## src/rtl/sram16_lane_ctrl.sv

```systemverilog
`timescale 1ns/1ps
module sram16_lane_ctrl #(
  parameter int ADDR_W  = 19,
  parameter int CLK_PS  = 20000,
  parameter int T_AA_PS = 70000,
  parameter int T_OE_PS = 35000,
  parameter int T_WP_PS = 35000,
  parameter int T_WC_PS = 70000,
  parameter int T_DW_PS = 30000,
  parameter int T_HZ_PS = 30000
) (
  input  logic              clk,
  input  logic              rst,
  input  logic              req,
  input  logic              req_wr,
  input  logic [ADDR_W-1:0] req_addr,
  input  logic [15:0]       req_wdata,
  input  logic [1:0]        req_be,
  output logic              rdy,
  output logic [15:0]       rdata,
  output logic [ADDR_W-1:0] mem_addr,
  output logic              mem_ce_n,
  output logic              mem_we_n,
  output logic              mem_oe_n,
  output logic              mem_lb_n,
  output logic              mem_ub_n,
  output logic [15:0]       mem_dq_o,
  output logic              mem_dq_oe,
  input  logic [15:0]       mem_dq_i
);

  function automatic int cyc(input int t_ps);
    int n;
    n = (t_ps + CLK_PS - 1) / CLK_PS;
    return (n < 1) ? 1 : n;
  endfunction

  function automatic int imax(input int a, input int b);
    return (a > b) ? a : b;
  endfunction

  localparam int RD_CYC = imax(cyc(T_AA_PS), cyc(T_OE_PS));
  localparam int WP_CYC = cyc(T_WP_PS);
  localparam int SU_CYC = imax(1, imax(cyc(T_WC_PS) - WP_CYC, cyc(T_DW_PS) - WP_CYC));
  localparam int TA_CYC = cyc(T_HZ_PS);
  localparam int MAX_C  = imax(imax(RD_CYC, WP_CYC), imax(SU_CYC, TA_CYC));
  localparam int CNT_W  = $clog2(MAX_C + 1);

  typedef enum logic [2:0] {S_IDLE, S_RD, S_TA, S_WSU, S_WP} state_t;

  state_t            state;
  logic [CNT_W-1:0]  cnt;
  logic [1:0]        be_q;
  logic              last_rd;
  logic [15:0]       lane_mask;
  logic              cnt_done;

  assign lane_mask = {{8{be_q[1]}}, {8{be_q[0]}}};
  assign cnt_done  = (cnt == '0);

  always_ff @(posedge clk) begin
    if (rst) begin
      state     <= S_IDLE;
      cnt       <= '0;
      be_q      <= '0;
      last_rd   <= 1'b0;
      rdy       <= 1'b0;
      rdata     <= '0;
      mem_addr  <= '0;
      mem_ce_n  <= 1'b1;
      mem_we_n  <= 1'b1;
      mem_oe_n  <= 1'b1;
      mem_lb_n  <= 1'b1;
      mem_ub_n  <= 1'b1;
      mem_dq_o  <= '0;
      mem_dq_oe <= 1'b0;
    end else begin
      rdy <= 1'b0;
      unique case (state)
        S_IDLE: begin
          if (req && !rdy) begin
            mem_addr <= req_addr;
            mem_dq_o <= req_wdata;
            be_q     <= req_be;
            if (!req_wr) begin
              state    <= S_RD;
              cnt      <= CNT_W'(RD_CYC - 1);
              mem_ce_n <= 1'b0;
              mem_oe_n <= 1'b0;
              mem_lb_n <= !req_be[0];
              mem_ub_n <= !req_be[1];
            end else if (last_rd) begin
              state <= S_TA;
              cnt   <= CNT_W'(TA_CYC - 1);
            end else begin
              state     <= S_WSU;
              cnt       <= CNT_W'(SU_CYC - 1);
              mem_ce_n  <= 1'b0;
              mem_lb_n  <= !req_be[0];
              mem_ub_n  <= !req_be[1];
              mem_dq_oe <= 1'b1;
            end
          end
        end
        S_RD: begin
          if (cnt_done) begin
            rdata    <= mem_dq_i & lane_mask;
            rdy      <= 1'b1;
            last_rd  <= 1'b1;
            state    <= S_IDLE;
            mem_ce_n <= 1'b1;
            mem_oe_n <= 1'b1;
            mem_lb_n <= 1'b1;
            mem_ub_n <= 1'b1;
          end else begin
            cnt <= cnt - CNT_W'(1);
          end
        end
        S_TA: begin
          if (cnt_done) begin
            state     <= S_WSU;
            cnt       <= CNT_W'(SU_CYC - 1);
            mem_ce_n  <= 1'b0;
            mem_lb_n  <= !be_q[0];
            mem_ub_n  <= !be_q[1];
            mem_dq_oe <= 1'b1;
          end else begin
            cnt <= cnt - CNT_W'(1);
          end
        end
        S_WSU: begin
          if (cnt_done) begin
            state    <= S_WP;
            cnt      <= CNT_W'(WP_CYC - 1);
            mem_we_n <= 1'b0;
          end else begin
            cnt <= cnt - CNT_W'(1);
          end
        end
        S_WP: begin
          if (cnt_done) begin
            state     <= S_IDLE;
            rdy       <= 1'b1;
            last_rd   <= 1'b0;
            mem_we_n  <= 1'b1;
            mem_ce_n  <= 1'b1;
            mem_lb_n  <= 1'b1;
            mem_ub_n  <= 1'b1;
            mem_dq_oe <= 1'b0;
          end else begin
            cnt <= cnt - CNT_W'(1);
          end
        end
        default: state <= S_IDLE;
      endcase
    end
  end

endmodule

```

## config.mk

```make
export PLATFORM = sky130hd
export DESIGN_NAME = sram16_lane_ctrl
export DESIGN_NICKNAME = d
export VERILOG_FILES = /design/src/rtl/sram16_lane_ctrl.sv
export SDC_FILE = /design/constraint.sdc
export NUM_CORES = 1
export LEC_CHECK = 0
export ABC_AREA = 1
export CAP_MARGIN = 20
export CELL_PAD_IN_SITES_DETAIL_PLACEMENT = 1
export CELL_PAD_IN_SITES_GLOBAL_PLACEMENT = 1
export CORE_MARGIN = 4
export CORE_UTILIZATION = 29
export CTS_CLUSTER_DIAMETER = 50
export DETAILED_ROUTE_END_ITERATION = 10
export PLACE_DENSITY = 0.82
export SYNTH_ARGS = -nofsm -noshare
export SYNTH_HDL_FRONTEND = slang
export SYNTH_SLANG_ARGS = --single-unit
```

## constraint.sdc

```tcl
create_clock -name clk -period 1.7 [get_ports clk]
set_clock_uncertainty 0.05 [all_clocks]
set_input_delay 0.17 -clock clk [delete_from_list [all_inputs] [get_ports clk]]
set_output_delay 0.17 -clock clk [all_outputs]
set_load 0.02 [all_outputs]
```

Word-level counts from Yosys, hierarchy flattened
Index checks and enable logic that the tools add are counted.
{ "totals": {"reg_bits": 67, "out_inout_bits": 58, "in_bits": 57, "word_cells": 96} }
{ "op_classes": {"muxes": 38, "n_eq_ne": 15, "add_sub_neg": 1, "n_reduce_logical": 26, "bitwise_logic": 2} }
{ "ops": {"columns": ["operator", "count"], "rows": [
  ["$mux 3", 7],
  ["$mux 1", 20],
  ["$ne 2x2->1 const B", 9],
  ["$and 16x16->16", 1],
  ["$pmux 1 s3", 4],
  ["$pmux 3 s4", 1],
  ["$pmux 3 s3", 1],
  ["$reduce_and 3->1", 3],
  ["$reduce_bool 3->1", 3],
  ["$reduce_and 4->1", 2],
  ["$eq 3x2->1 const B", 2],
  ["$logic_not 3->1", 2],
  ["$pmux 1 s2", 3],
  ["$reduce_and 6->1", 1],
  ["$reduce_bool 2->1", 3],
  ["$reduce_or 2->1", 3],
  ["$logic_not 1->1", 5],
  ["$reduce_and 5->1", 1],
  ["$mux 2", 2],
  ["$reduce_and 2->1", 2],
  ["$eq 3x1->1 const B", 1],
  ["$eq 3x3->1 const B", 1],
  ["$ne 3x3->1 const B", 1],
  ["$sub 3x1->3 const B", 1],
  ["3 further kinds", 3]
]} }

Depth between registers and ports, before layout
{ "logic_depth": {"depth_word": 5, "depth_mapped": 10, "depth_no_buf": 9} }

Worst setup path after synthesis
OpenSTA, ideal clock, no wires.
{ "synth_path": {"kind": "register to register", "startpoint": "register cnt[0]", "endpoint": "register state[1]", "t_required_ps": 1535, "arrival_ps": 1214, "setup_time_ps": 115, "path_slack_ps": 321, "stages_incl_launch_ff": 10, "cell_sequence": "dfxtp_1 -> inv_1 -> ha_1 -> inv_1 -> nor2_1 -> nor2_1 -> nor2_1 -> nand3_1 -> nand2_1 -> nor2_1"} }
{ "synth_between": {"elab_chain_len": 3, "elab_cells_between_ends": 5, "cone_classes": "3 x eq/ne; 2 x reduce/logical"} }
{ "synth_lines": {"columns": ["item", "line_no", "text"], "rows": [
  ["from (decl)", "52", "logic [CNT_W-1:0] cnt;"],
  ["from (signal assigned)", "87", "cnt <= CNT_W'(RD_CYC - 1);"],
  ["from (signal assigned)", "94", "cnt <= CNT_W'(TA_CYC - 1);"],
  ["from (signal assigned)", "97", "cnt <= CNT_W'(SU_CYC - 1);"],
  ["$logic_not 3->1 *", "59", "assign cnt_done = (cnt == '0);"],
  ["$ne 2x2->1 (no line) / $ne 2x1->1 (equally long branches)", null, null],
  ["$reduce_and 4->1 (no line) *", null, null],
  ["to (signal assigned)", "63", "state <= S_IDLE;"],
  ["to (signal assigned)", "86", "state <= S_RD;"],
  ["to (signal assigned)", "93", "state <= S_TA;"],
  ["to (decl)", "51", "state_t state;"]
]} }
Mark *: on every way between the ends. The rest lies on a longest branch, timed or not.
A chain may end at the register's enable or synchronous reset.

Worst setup path after layout
{ "layout_path": {"startpoint": "register mem_addr[6]", "endpoint": "output mem_addr[6]"} }
{ "layout_rtl": {"columns": ["item", "line_no", "text"], "rows": [
  ["from (decl)", "21", "output logic [ADDR_W-1:0] mem_addr,"],
  ["from (signal assigned)", "82", "mem_addr <= req_addr;"]
]} }
No word-level cell between the ends.

==> results.cfg <==
[global_routing]
grtUsageTotal = 0.1620
antenna_found_initial = 0
grt_pass1_vias = 2853
grtUsageMet2 = 0.2754
busiest_layer = met2
use_met1 = 0.2015
grt_first_pass_wirelength_mm = 14.34
grtUsageMet3 = 0.04324
grt_overflow = 0
grt_max_degree = 41

[yosys]
yosysMostFrequentCell = nor2_1
postSynthCellCount = 364
syn_avg_cell_area_um2 = 7.518
netlist_area_um2 = 2736
synth_top_cell_area_share = 0.4902
yosys_most_used_dff = dfxtp_1
yosysWarnings = 0
yosysSeqAreaShare = 0.4902
ys_seq_elements = 67
synth_cell_types = 27
ys_top_cells_by_area = dfxtp_1, nor2_1, nand2_1, nand3_1, o21ai_1
async_flop_share = 0
syn-num-nets = 423
synth_area_leader_cell = dfxtp_1
synth_edf_count = 0
synth_common_cells = nor2_1, dfxtp_1, nand2_1

[clocking]
cts_buffer_depth = 2
cts_inserted_buffers = 9
htree_levels = 3
clk_pin_slew_ns = 0.07
root_buffer = clkbuf_8
cts_tree = built
cts_setup_buffers = 0
clock_sinks = 67
clock_latency_ns = 0.33

[floorplanning]
die_area_um2 = 11050
die-height_um = 105.1
fp.coreArea_um2 = 9196
die_x_um = 105.1
initial_core_util = 0.2976
num_io_pins = 115
fp-row-count = 35

[drt]
firstDrtPassIters = 4
drt_iter0_markers = 117
dr_total_vias = 2810
final_antenna_net_count = 0
viasPerCell = 4.731
route.detailed.drc = 0
postRouteWirelength_mm = 8.651
routedWlPerCell_um = 14.56

[power_and_ir_drop]
share_comb_of_total_power = 0.475
p_clk_frac = 0.200
seqPwrFrac = 0.325
internal_power_mw = 4.086
ir_worst_vdd_mv = 0.5908
p_leak_nw = 1.679
p_sw_mw = 2.687
p_sw_frac = 0.3967
total_power_mw = 6.773
power_density_nw_per_um2 = 1610

[sta]
totalNegativeSetupSlack_ns = 0
timing.hold.ws_ns = 0.3504
slew_headroom = 0.7903
period_share = 0.9026
setup_viol = 0
drv_slew = 0
finalCriticalPeriod_ns = 1.534
tightest_slew_ns = 0.3113
hold_viol_final = 0
fmax_mhz = 651.7
rsz0062_at_grt = false

[placement]
hpwlAfterDp_mm = 6.437
gp_congestion = 0.8118
io_buffers = 114

[worst_setup_path]
worstPathRequired_ns = 1.48
r2r_slack_ns = 0.19
crit_chain = clkdlybuf4s50_1
critPathLaunchType = flip-flop
worstPathMaxFanout = 2
slowest_stage = clkdlybuf4s50_1
cp-end-kind = output port
arrival_ns = 1.31
critPathKind = flip-flop to output port
cp_top_family = buffers and inverters
slowest_delay_ns = 0.64
crit_buf_inv = 1

[layout]
area_delta_synth_final_pct = 53.77
drive_gt1_frac = 0.08903
diodes = 0
fin_nets = 539

[run_status]
status = complete, no violations

[run]
maxCapViolCount = 0

[min_path]
min_path_type = input port to flip-flop
-- worst paths after layout --
path                     from          end  depth (start not counted)
setup / recovery  mem_addr[6]  mem_addr[6]                          1
hold / removal    mem_dq_i[8]     rdata[8]                          3
setup reg to reg       cnt[0]     mem_oe_n                          7
hold reg to reg      mem_ce_n     mem_ce_n                          2
-- cells by family (layout without fill, tap and decap cells) --
family                   after synthesis  in the layout  share of synthesized area
XOR/XNOR                               1              1                   0.003201
adder cells (fa/ha/maj)                2              2                   0.009143
flip-flops                            67             67                     0.4902
buffers and inverters                 39            158                    0.07316
AO/OA/AOI/OAI                         68             68                     0.1285
AND/OR/NAND/NOR                      187            187                     0.2958
-- power groups by stage --
stage               clock [mW]  sequential (mW)  combinational, mW
floorplan                    0             2.60               1.65
global placement             0             2.22               3.15
detailed placement           0             2.24               3.24
CTS                       1.41             2.21               3.26
global route              1.49             2.25               3.60
finish                    1.36             2.20               3.22
-- cells in the final DEF (no fill, tap or decap) --
cell type,instances
buf_12,3
clkinv_1,1
xor2_1,1
nand2_1,50
inv_4,1
o22ai_1,1
dfxtp_1,67
a21o_1,1
inv_2,4
a21oi_1,10
nand2_4,2
o21ai_0,24
clkdlybuf4s50_1,114
nand3_2,2
ha_1,2
o211ai_1,2
nand2_2,6
bufinv_16,1
nor2_4,3
nand3_1,34
nor2_1,88
clkbuf_8,12
inv_1,15
buf_4,6
nor2_2,2
clkinv_2,1
o21ai_1,29
o21bai_1,1
-- routing by layer --
layer | vias to the layer above | routed length (um)
li1 | 1404 | -
met1 | 1320 | 3952
met2 | 81 | 4162
met3 | 5 | 452
met4 | 0 | 84
met5 | - | 0
-- final cells by class --
type	instances	area, um^2
clock inverters	2	35.03
fillers	1134	4989
multi-input cells	258	1200
well taps	111	138.9
flip-flops and latches	67	1341
inverters	21	81.33
clock buffers	12	165.2
repair buffers	123	1246
-- worst register-to-register path: cells and delay by family (launching register included) --
kind | cells | cell delay [ns]
adders and majority gates | 1 | 0.20
DFF | 1 | 0.31
buffers and inverters | 2 | 0.25
AOI/OAI and AO/OA | 1 | 0.11
and+or+nand+nor | 3 | 0.49
-- through the flow --
step	setup WS, ns	util	area [um^2]	cells
2_1_floorplan	0.3205	-	2736	364
3_3_place_gp	0.1866	0.4352	4003	580
3_5_place_dp	0.1142	0.4352	4003	580
4_1_cts	0.09319	0.4570	4203	594
5_1_grt	0.005854	0.4576	4208	594
6_report	0.1655	0.4576	4208	594
-- sequential cells by signal, indices dropped and copies added (netlist names) --
| name | count |
|---|---|
| be_q | 2 |
| mem_we_n | 1 |
| last_rd | 1 |
| mem_ub_n | 1 |
| mem_lb_n | 1 |
| rdy | 1 |
| mem_oe_n | 1 |
| state | 3 |
| mem_ce_n | 1 |
| cnt | 3 |
| mem_dq_oe | 1 |
| mem_dq_o | 16 |
| rdata | 16 |
| mem_addr | 19 |
-- repair_timing --
| action | in CTS | in global routing |
|---|---|---|
| hold buffers | 0 | 0 |
| endpoints found under the setup margin | 0 | 9 |
| gates resized for setup | 0 | 1 |
Power figures use the tool's default switching activity.
